$ cat src/rtl/audtx_pkg.sv
package audtx_pkg;
   typedef enum logic [1:0] {
      ALIGN_I2S   = 2'd0,
      ALIGN_LEFT  = 2'd1,
      ALIGN_RIGHT = 2'd2,
      ALIGN_RSVD  = 2'd3
   } align_e;
endpackage

$ cat src/rtl/audtx_slot_timer.sv
module audtx_slot_timer #(
   parameter int SLOT_W = 6
) (
   input  logic              clk,
   input  logic              rst_n,
   input  logic              tx_en,
   input  logic              half_tick,
   input  logic [SLOT_W-1:0] cfg_half_len,
   output logic              phase,
   output logic              launch,
   output logic [SLOT_W-1:0] nxt_slot,
   output logic              nxt_chan,
   output logic              frame_start
);
   logic [SLOT_W-1:0] slot_q;
   logic              chan_q;
   logic              started_q;
   logic [SLOT_W:0]   slot_inc;

   assign slot_inc = {1'b0, slot_q} + {{SLOT_W{1'b0}}, 1'b1};

   always_comb begin
      if (!started_q) begin
         nxt_slot = '0;
         nxt_chan = 1'b0;
      end else if (slot_inc >= {1'b0, cfg_half_len}) begin
         nxt_slot = '0;
         nxt_chan = ~chan_q;
      end else begin
         nxt_slot = slot_inc[SLOT_W-1:0];
         nxt_chan = chan_q;
      end
   end

   assign launch      = tx_en && half_tick && phase;
   assign frame_start = launch && (nxt_slot == '0) && !nxt_chan;

   always_ff @(posedge clk or negedge rst_n) begin
      if (!rst_n) begin
         phase     <= 1'b1;
         slot_q    <= '0;
         chan_q    <= 1'b0;
         started_q <= 1'b0;
      end else if (!tx_en) begin
         phase     <= 1'b1;
         slot_q    <= '0;
         chan_q    <= 1'b0;
         started_q <= 1'b0;
      end else if (half_tick) begin
         phase <= ~phase;
         if (phase) begin
            slot_q    <= nxt_slot;
            chan_q    <= nxt_chan;
            started_q <= 1'b1;
         end
      end
   end


   sclk_phase_step_chk: assert property (@(posedge clk) disable iff (!rst_n)
      (!$stable(phase) && $past(tx_en)) |-> $past(half_tick));
endmodule

$ cat src/rtl/audtx_sample_buf.sv
module audtx_sample_buf #(
   parameter int DATA_W = 24
) (
   input  logic              clk,
   input  logic              rst_n,
   input  logic              in_valid,
   input  logic [DATA_W-1:0] in_left,
   input  logic [DATA_W-1:0] in_right,
   output logic              in_ready,
   input  logic              take,
   output logic [DATA_W-1:0] sel_left,
   output logic [DATA_W-1:0] sel_right,
   output logic              starve
);
   logic [DATA_W-1:0] pend_l, pend_r, cur_l, cur_r;
   logic              full_q;

   assign in_ready  = !full_q;
   assign starve    = take && !full_q;
   assign sel_left  = take ? (full_q ? pend_l : '0) : cur_l;
   assign sel_right = take ? (full_q ? pend_r : '0) : cur_r;

   always_ff @(posedge clk or negedge rst_n) begin
      if (!rst_n) begin
         full_q <= 1'b0;
         pend_l <= '0;
         pend_r <= '0;
         cur_l  <= '0;
         cur_r  <= '0;
      end else begin
         if (take) begin
            cur_l <= sel_left;
            cur_r <= sel_right;
            if (full_q) full_q <= 1'b0;
         end
         if (in_valid && !full_q) begin
            pend_l <= in_left;
            pend_r <= in_right;
            full_q <= 1'b1;
         end
      end
   end


   ready_drop_chk: assert property (@(posedge clk) disable iff (!rst_n)
      $fell(in_ready) |-> $past(in_valid));
endmodule

$ cat src/rtl/audtx_bit_pick.sv
module audtx_bit_pick
   import audtx_pkg::*;
#(
   parameter int DATA_W = 24,
   parameter int SLOT_W = 6
) (
   input  logic [DATA_W-1:0] smp_left,
   input  logic [DATA_W-1:0] smp_right,
   input  logic              chan,
   input  logic [SLOT_W-1:0] slot,
   input  logic [1:0]        cfg_align,
   input  logic [4:0]        cfg_width_m1,
   input  logic              cfg_lsb_first,
   input  logic [SLOT_W-1:0] cfg_half_len,
   output logic              bit_o
);
   logic [DATA_W-1:0] smp;
   int width_i, first_i, pos_i, idx_i;

   assign smp = chan ? smp_right : smp_left;

   always_comb begin
      width_i = int'(cfg_width_m1) + 1;
      if (width_i > DATA_W) width_i = DATA_W;
      case (align_e'(cfg_align))
         ALIGN_I2S:   first_i = 1;
         ALIGN_RIGHT: first_i = int'(cfg_half_len) - width_i;
         default:     first_i = 0;
      endcase
      pos_i = int'(slot) - first_i;
      idx_i = cfg_lsb_first ? pos_i : (width_i - 1 - pos_i);
      bit_o = 1'b0;
      if (pos_i >= 0 && pos_i < width_i) begin
         for (int i = 0; i < DATA_W; i++) begin
            if (i == idx_i) bit_o = smp[i];
         end
      end
   end
endmodule

$ cat src/rtl/audtx_serializer.sv
module audtx_serializer #(
   parameter int DATA_W = 24,
   parameter int SLOT_W = 6
) (
   input  logic              clk,
   input  logic              rst_n,
   input  logic              tx_en,
   input  logic              half_tick,
   input  logic [1:0]        cfg_align,
   input  logic [4:0]        cfg_width_m1,
   input  logic              cfg_lsb_first,
   input  logic              cfg_frame_inv,
   input  logic              cfg_bclk_inv,
   input  logic              cfg_pcm,
   input  logic [SLOT_W-1:0] cfg_half_len,
   input  logic              in_valid,
   output logic              in_ready,
   input  logic [DATA_W-1:0] in_left,
   input  logic [DATA_W-1:0] in_right,
   output logic              sclk_o,
   output logic              lrck_o,
   output logic              sd_o,
   output logic              underrun_o
);
   initial begin
      assert (DATA_W >= 8 && DATA_W <= 32) else $error("DATA_W out of range");
      assert (SLOT_W >= 2 && SLOT_W <= 8) else $error("SLOT_W out of range");
   end

   logic              phase, launch, nxt_chan, frame_start, starve, bit_w;
   logic [SLOT_W-1:0] nxt_slot;
   logic [DATA_W-1:0] sel_left, sel_right;

   audtx_slot_timer #(.SLOT_W(SLOT_W)) u_timer (
      .clk(clk), .rst_n(rst_n), .tx_en(tx_en), .half_tick(half_tick),
      .cfg_half_len(cfg_half_len), .phase(phase), .launch(launch),
      .nxt_slot(nxt_slot), .nxt_chan(nxt_chan), .frame_start(frame_start));

   audtx_sample_buf #(.DATA_W(DATA_W)) u_buf (
      .clk(clk), .rst_n(rst_n), .in_valid(in_valid), .in_left(in_left),
      .in_right(in_right), .in_ready(in_ready), .take(frame_start),
      .sel_left(sel_left), .sel_right(sel_right), .starve(starve));

   audtx_bit_pick #(.DATA_W(DATA_W), .SLOT_W(SLOT_W)) u_pick (
      .smp_left(sel_left), .smp_right(sel_right), .chan(nxt_chan),
      .slot(nxt_slot), .cfg_align(cfg_align), .cfg_width_m1(cfg_width_m1),
      .cfg_lsb_first(cfg_lsb_first), .cfg_half_len(cfg_half_len),
      .bit_o(bit_w));

   assign sclk_o = phase ^ cfg_bclk_inv;

   always_ff @(posedge clk or negedge rst_n) begin
      if (!rst_n) begin
         sd_o       <= 1'b0;
         lrck_o     <= 1'b0;
         underrun_o <= 1'b0;
      end else if (!tx_en) begin
         sd_o       <= 1'b0;
         lrck_o     <= cfg_frame_inv;
         underrun_o <= 1'b0;
      end else begin
         underrun_o <= 1'b0;
         if (launch) begin
            sd_o       <= bit_w;
            underrun_o <= starve;
            if (cfg_pcm) lrck_o <= ((nxt_slot == '0) && !nxt_chan) ^ cfg_frame_inv;
            else         lrck_o <= nxt_chan ^ cfg_frame_inv;
         end
      end
   end


   underrun_zero_chk: assert property (@(posedge clk) disable iff (!rst_n)
      underrun_o |-> !sd_o);

   idle_quiet_chk: assert property (@(posedge clk) disable iff (!rst_n)
      !tx_en |=> (!sd_o && !underrun_o));

   underrun_single_chk: assert property (@(posedge clk) disable iff (!rst_n)
      underrun_o |=> !underrun_o);
endmodule

$ cat config.mk
export PLATFORM = sky130hd
export DESIGN_NAME = audtx_serializer
export DESIGN_NICKNAME = d
export VERILOG_FILES = /design/src/rtl/audtx_pkg.sv /design/src/rtl/audtx_slot_timer.sv /design/src/rtl/audtx_sample_buf.sv /design/src/rtl/audtx_bit_pick.sv /design/src/rtl/audtx_serializer.sv
export SDC_FILE = /design/constraint.sdc
export NUM_CORES = 1
export LEC_CHECK = 0
export ABC_CLOCK_PERIOD_IN_PS = 6900
export BUFFER_PORTS_ARGS = -buffer_cell sky130_fd_sc_hd__buf_4
export CORE_MARGIN = 5
export CORE_UTILIZATION = 50
export CTS_BUF_LIST = sky130_fd_sc_hd__clkbuf_8
export CTS_CLUSTER_DIAMETER = 200
export DETAILED_ROUTE_END_ITERATION = 10
export PLACE_DENSITY = 0.7
export SLEW_MARGIN = 15
export SYNTH_ARGS = -nofsm -noshare
export SYNTH_HDL_FRONTEND = slang
export SYNTH_HIERARCHICAL = 1
export SYNTH_SLANG_ARGS = --single-unit
$ cat constraint.sdc
create_clock -name clk -period 6.9 [get_ports clk]
set_input_delay 0.345 -clock clk [delete_from_list [all_inputs] [get_ports clk]]
set_output_delay 0.345 -clock clk [all_outputs]
set_load 0.01 [all_outputs]
==> reports/metrics.cfg, run 1 <==
[sta]
finalCriticalPeriod_ns = 5.987
slew_violations = 0
fmax_mhz = 167.0
finalSetupViolCount = 0
finalSetupTns_ns = 0
fin_skew_ns = 0.006333
tightest_slew_ns = 0.8936
relSlewSlack = 0.4042
finalHoldViolations = 0
rsz0062_at_grt = false
fin_crit_sh = 0.8677

[logic_synthesis]
netlist_area_sq_um = 6586
synth_edf_count = 0
synth_cells = 594
synth_cell_types = 71
synth_flop_cell = dfrtp_1
async_reset_ff_frac = 1.000
yosys_warnings = 6
synth_area_leader_cell = dfrtp_1
yosys-top-cells-area = dfrtp_1 41%, a22o_1 12%, mux2_2 7.7%
syn_avg_cell_area_sq_um = 11.09
synth_common_cells = 108 x dfrtp_1, 92 x a22o_1, 45 x mux2_2, 37 x inv_1
synth_top_area_share = 0.4103
synth_most_common_cell = dfrtp_1
ys_seq_elements = 109
ys_seq_area_frac = 0.4143

[placement]
io_buffers = 74
place_congestion = 0.8587
postPlaceCellArea_sq_um = 7259
place_hpwl_um = 10960

[setup_path]
crit_arrival_ns = 6.30
reg2reg_depth = 23
cp-start-kind = flip-flop
worstSetupPathType = reg2reg
cp-end-kind = flip-flop
path_max_fanout = 13
worstPathRequired_ns = 7.21

[die]
boundaryPins = 75
rows = 42
start_util = 0.5033
die_w_um = 124.8
core_sq_um = 13090
die_y_um = 124.8
dieArea_sq_um = 15570

[grt]
use_met1 = 0.2502
grtUsageMet2 = 0.3168
grt_pass1_wl_um = 24210
antenna_found_initial = 0
overflow = 0
grt_usage = 0.1894
grt_use_met3 = 0.04331
grt_max_degree = 72
grt_pass1_vias = 4812
grt-busiest-layer = met2

[detailed_routing]
ant_nets = 0
wirelength_um = 14640
wire_per_inst_um = 17.53
drtIter0Drc = 458
drc = 0
via_per_inst = 5.802
detail_route.first_pass.iterations = 5
num_vias = 4845

[finish]
final_util = 0.5690
fin_nets = 753
area_growth_pct = 13.05
drive_gt1_frac = 0.2671
diodes = 0
finalInstanceArea_sq_um = 7446

[cts]
clk_pin_slew_ns = 0.10
cts_setup_buffers = 0
clock_sinks = 109
cts_buffer_depth = 2
insertion_delay_ns = 0.38
cts_root_buffer = clkbuf_8
cts_tree = done
cts_made_buffers = 9
cts_htree_levels = 3

[power_and_ir_drop]
leakage_nw = 3.405
max-vdd-ir-drop_v = 0.0002560
power_density_nw_per_um2 = 332.7

[flow_run]
drv_cap = 0

[run_status]
status = finished, final reports clean

[hold_path]
worst_hold_path_type = in2reg
min_path_cells = 2

## registers in the layout, indices dropped and copies added, names as in the netlist
signal / flops
lrck_o: 1
sd_o: 1
u_buf/cur_l: 24
u_buf/cur_r: 24
u_buf/full_q: 1
u_buf/pend_l: 24
u_buf/pend_r: 24
u_timer/chan_q: 1
u_timer/phase: 1
u_timer/slot_q: 6
u_timer/started_q: 1
underrun_o: 1
## kinds of logic (layout without fill, tap and decap cells)
logic type / Yosys count / count (layout) / share of synthesized area
compound gates: 168 / 168 / 0.1995
flops: 109 / 109 / 0.4143
simple gates: 107 / 107 / 0.08834
mux: 79 / 79 / 0.1487
buf+inv: 72 / 135 / 0.04844
fa+ha+maj: 35 / 35 / 0.06915
xor+xnor: 22 / 22 / 0.03039
other cells: 2 / 4 / 0.001140
## power by group
group | internal [mW] | switching, mW
clock | 0.141 | 0.212
combinational | 0.573 | 0.404
sequential | 0.924 | 0.224
total | 1.64 | 0.840
## worst paths after layout
path,startpoint,end,slack [ns]
max,u_timer/slot_q[0],sd_o,0.91
min in group asynchronous,rst_n,u_buf/cur_r[16],0.46
min reg2reg,u_buf/cur_l[12],u_buf/cur_l[12],0.52
max in group asynchronous,rst_n,u_buf/cur_l[5],5.17
min,in_left[7],u_buf/pend_l[7],0.19
max reg2reg,u_timer/slot_q[0],sd_o,0.91
## critical path: stages, from the launching register on
cell and delay [ns]:
dfrtp_1 0.48, ha_1 0.28, nand3_2 0.12, xor2_1 0.24, inv_1 0.10, ha_1 0.30
a21oi_1 0.20, o221ai_2 0.13, a211o_1 0.45, nor2_1 0.19, inv_1 0.06, ha_1 0.20
inv_1 0.07, fa_1 0.47, inv_1 0.13, fa_1 0.45, mux2i_1 0.52, mux4_2 0.58
o21ai_0 0.16, o211ai_1 0.11, mux2_2 0.29, a211oi_2 0.19, mux2i_1 0.09, nor2b_1 0.12
## cell usage in the layout, fill, tap and decap left out, drive strengths merged, types with 4 or more instances in the layout
master	n
mux2	54
nand3	17
a21o	7
buf	80
nand4	5
fa	4
nand2b	6
xor2	10
nor2b	10
dfrtp	108
a22o	92
nand2	25
ha	25
a21oi	19
o21ai	21
conb	4
mux4	6
xnor2	12
maj3	6
clkbuf	10
mux2i	19
nor2	17
inv	40
a31oi	4
## layer usage
layer  vias to the layer above  part of all wire
li1                       2323                 -
met1                      2396              0.45
met2                       110              0.50
met3                        16             0.039
met4                         0             0.011
met5                         -                 0
## metrics by stage
step,cells,hold WS (ns),power [mW],setup slack [ns]
detailed placement,818,0.3414,2.133,1.011
global placement,818,0.3291,2.085,1.328
floorplan,596,0.04941,1.858,1.547
CTS,835,0.1688,2.494,0.9878
finish,835,0.1879,2.478,0.9129
global route,835,0.1602,2.640,0.5295
## repair_timing
action | CTS | global route
hold buffers | 1 | 0
hold endpoints to repair | 38 | 0
gates resized for setup | 0 | 0
## layout make-up
class,count,area (sq um)
Clock buffer,10,137.6
Clock inverter,6,38.79
Fill cell,1114,5639
Inverter,38,142.6
Multi-Input combinational cell,415,3555
Sequential cell,109,2729
Tap cell,176,220.2
Timing Repair Buffer,81,623.1
No activity file was read; power rests on OpenSTA's default activity.
==> run 2, diff against run 1 <==
--- a/config.mk
+++ b/config.mk
@@ -12,7 +12,8 @@
 export CTS_BUF_LIST = sky130_fd_sc_hd__clkbuf_8
 export CTS_CLUSTER_DIAMETER = 200
 export DETAILED_ROUTE_END_ITERATION = 10
-export PLACE_DENSITY = 0.7
+export PLACE_DENSITY_LB_ADDON = 0.05
+export SKIP_CTS_REPAIR_TIMING = 1
 export SLEW_MARGIN = 15
 export SYNTH_ARGS = -nofsm -noshare
 export SYNTH_HDL_FRONTEND = slang
==> run 2 against run 1 <==
  * The flow now finishes with violations (hold timing)
  * Sequential cell count is the same
  * Critical endpoint unchanged
  * Register-to-register slack improved by 0.08 ns
  * Cell count is 0.12% higher
  * Clock skew is 0.0076 ns higher
  * Highest routed layer unchanged
  * Largest cell class unchanged
  * Global-route usage rose by 0.38 points
==> reports/metrics.cfg, run 2 (synthesized netlist as in run 1, its figures left out) <==
[sta]
finalSetupTns_ns = 0
slew_violations = 0
fin_skew_ns = 0.01392
tightest_slew_ns = 0.9910
fmax_mhz = 169.4
hold-worst-slack_ns = -0.02366
finalCriticalPeriod_ns = 5.903
finalSetupViolCount = 0
rsz0062_at_grt = false
finalHoldViolations = 13
relSlewSlack = 0.3386
fin_crit_sh = 0.8555

[finish]
layout_common_cells = 108 x dfrtp_1, 92 x a22o_1, 82 x buf_4
layout_commonest_cell = dfrtp_1
finalInstanceArea_sq_um = 7428
area_growth_pct = 12.78
regArea_sq_um = 2729
final_util = 0.5677
diodes = 0
fillers = 1161
drive_gt1_frac = 0.2682
multiInputGateArea_sq_um = 3555
fin_nets = 754

[cts]
insertion_delay_ns = 0.39
clk_pin_slew_ns = 0.10
cts_htree_levels = 3
cts_buffer_depth = 2
cts_root_buffer = clkbuf_8
clock_sinks = 109
cts_tree = done
cts_made_buffers = 9

[detailed_routing]
drtIter0Drc = 280
num_vias = 4832
via_per_inst = 5.780
detail_route.first_pass.iterations = 5
ant_nets = 0
wire_per_inst_um = 17.50
wl_met1_um = 6473
topRoutingLayerUsed = met4
wl_met3_um = 567
wirelength_um = 14630
drc = 0
wl_met2_um = 7274

[grt]
grt_usage = 0.1932
grt_pass1_vias = 4746
grt_pass1_wl_um = 24450
antenna_found_initial = 0
overflow = 0
grt_max_degree = 56

[setup_path]
cp_cell_sequence = ha_1 -> nand3_2 -> xor2_1 -> inv_1 -> ha_1 -> a21oi_1 -> o221ai_2 -> a211o_1 -> nor2_1 -> inv_1 -> ha_1 -> inv_1 -> fa_1 -> inv_1 -> fa_1 -> mux2i_1 -> mux4_2 -> o21ai_0 -> o211ai_1 -> mux2_2 -> a211oi_2 -> mux2i_1 -> nor2b_1
crit_arrival_ns = 6.22
startpoint = u_timer/slot_q[0]
cp-start-kind = flip-flop
path_max_fanout = 13
worstSetupPathType = reg2reg
cp-end-kind = flip-flop
worstPathRequired_ns = 7.22
rr_startpoint = u_timer/slot_q[0]
crit_family = adder cells
cp.buffers_inverters = 4
crit_top_cell = inv_1
crit_path_top_delay_cell = mux4_2
max_stage_delay_ns = 0.57

[placement]
place_congestion = 0.8412
io_buffers = 74
postPlaceCellArea_sq_um = 7262
place_hpwl_um = 10970

[die]
rows = 42
die_y_um = 124.8
dieArea_sq_um = 15570
die_w_um = 124.8
core_sq_um = 13090
boundaryPins = 75
start_util = 0.5033

[power_and_ir_drop]
power_density_nw_per_um2 = 331.8
leakage_nw = 3.407
max-vdd-ir-drop_v = 0.0002451

[run_status]
violations = hold timing
status = complete, but fails checks

[flow_run]
drv_cap = 0

[hold_path]
worst_hold_path_type = in2async

## run 2: cell count changes in the layout (fill, tap and decap cells not counted)
| cell | change |
|---|---|
| inv_1 | +1 |
| clkbuf_8 | -1 |
| clkinv_4 | -1 |
| inv_6 | +1 |
| buf_12 | -1 |
| buf_4 | +3 |
| dlygate4sd3_1 | -1 |
## run 2: cell type report
| class | instances | share of cell area |
|---|---|---|
| Clock buffer | 9 | 0.01668 |
| Clock inverter | 7 | 0.005727 |
| Sequential cell | 109 | 0.3674 |
| Multi-Input combinational cell | 415 | 0.4785 |
| Timing Repair Buffer | 82 | 0.08287 |
| Inverter | 38 | 0.01920 |
| Tap cell | 176 | 0.02964 |
## run 2: layer usage
metal / vias up / track usage
li1: 2319 / -
met1: 2398 / 0.2454
met2: 91 / 0.3279
met3: 24 / 0.04417
met4: 0 / 0.05996
met5: - / 0
## run 2: power by group
group | switching (mW) | internal, mW
clock | 0.224 | 0.130
combinational | 0.394 | 0.572
sequential | 0.220 | 0.924
## run 2: stage by stage
step / worst slack (ns) / power [mW] / instances
after floorplan: 1.547 / 1.858 / 596
after global routing: 0.5130 / 2.633 / 836
after CTS: 1.031 / 2.485 / 836
after global placement: 1.304 / 2.089 / 820
after detailed placement: 1.063 / 2.129 / 820
final: 0.9973 / 2.464 / 836
## run 2: final timing paths
kind	endpoint	slack [ns]	cells after the start
hold / removal	u_timer/started_q	-0.02	1
min in group clk	u_buf/pend_r[22]	0.17	2
setup / recovery	sd_o	1.0	23
max in group asynchronous	u_buf/cur_r[23]	5.74	2
hold reg to reg	u_buf/cur_r[22]	0.52	1
setup reg to reg	sd_o	1.0	23
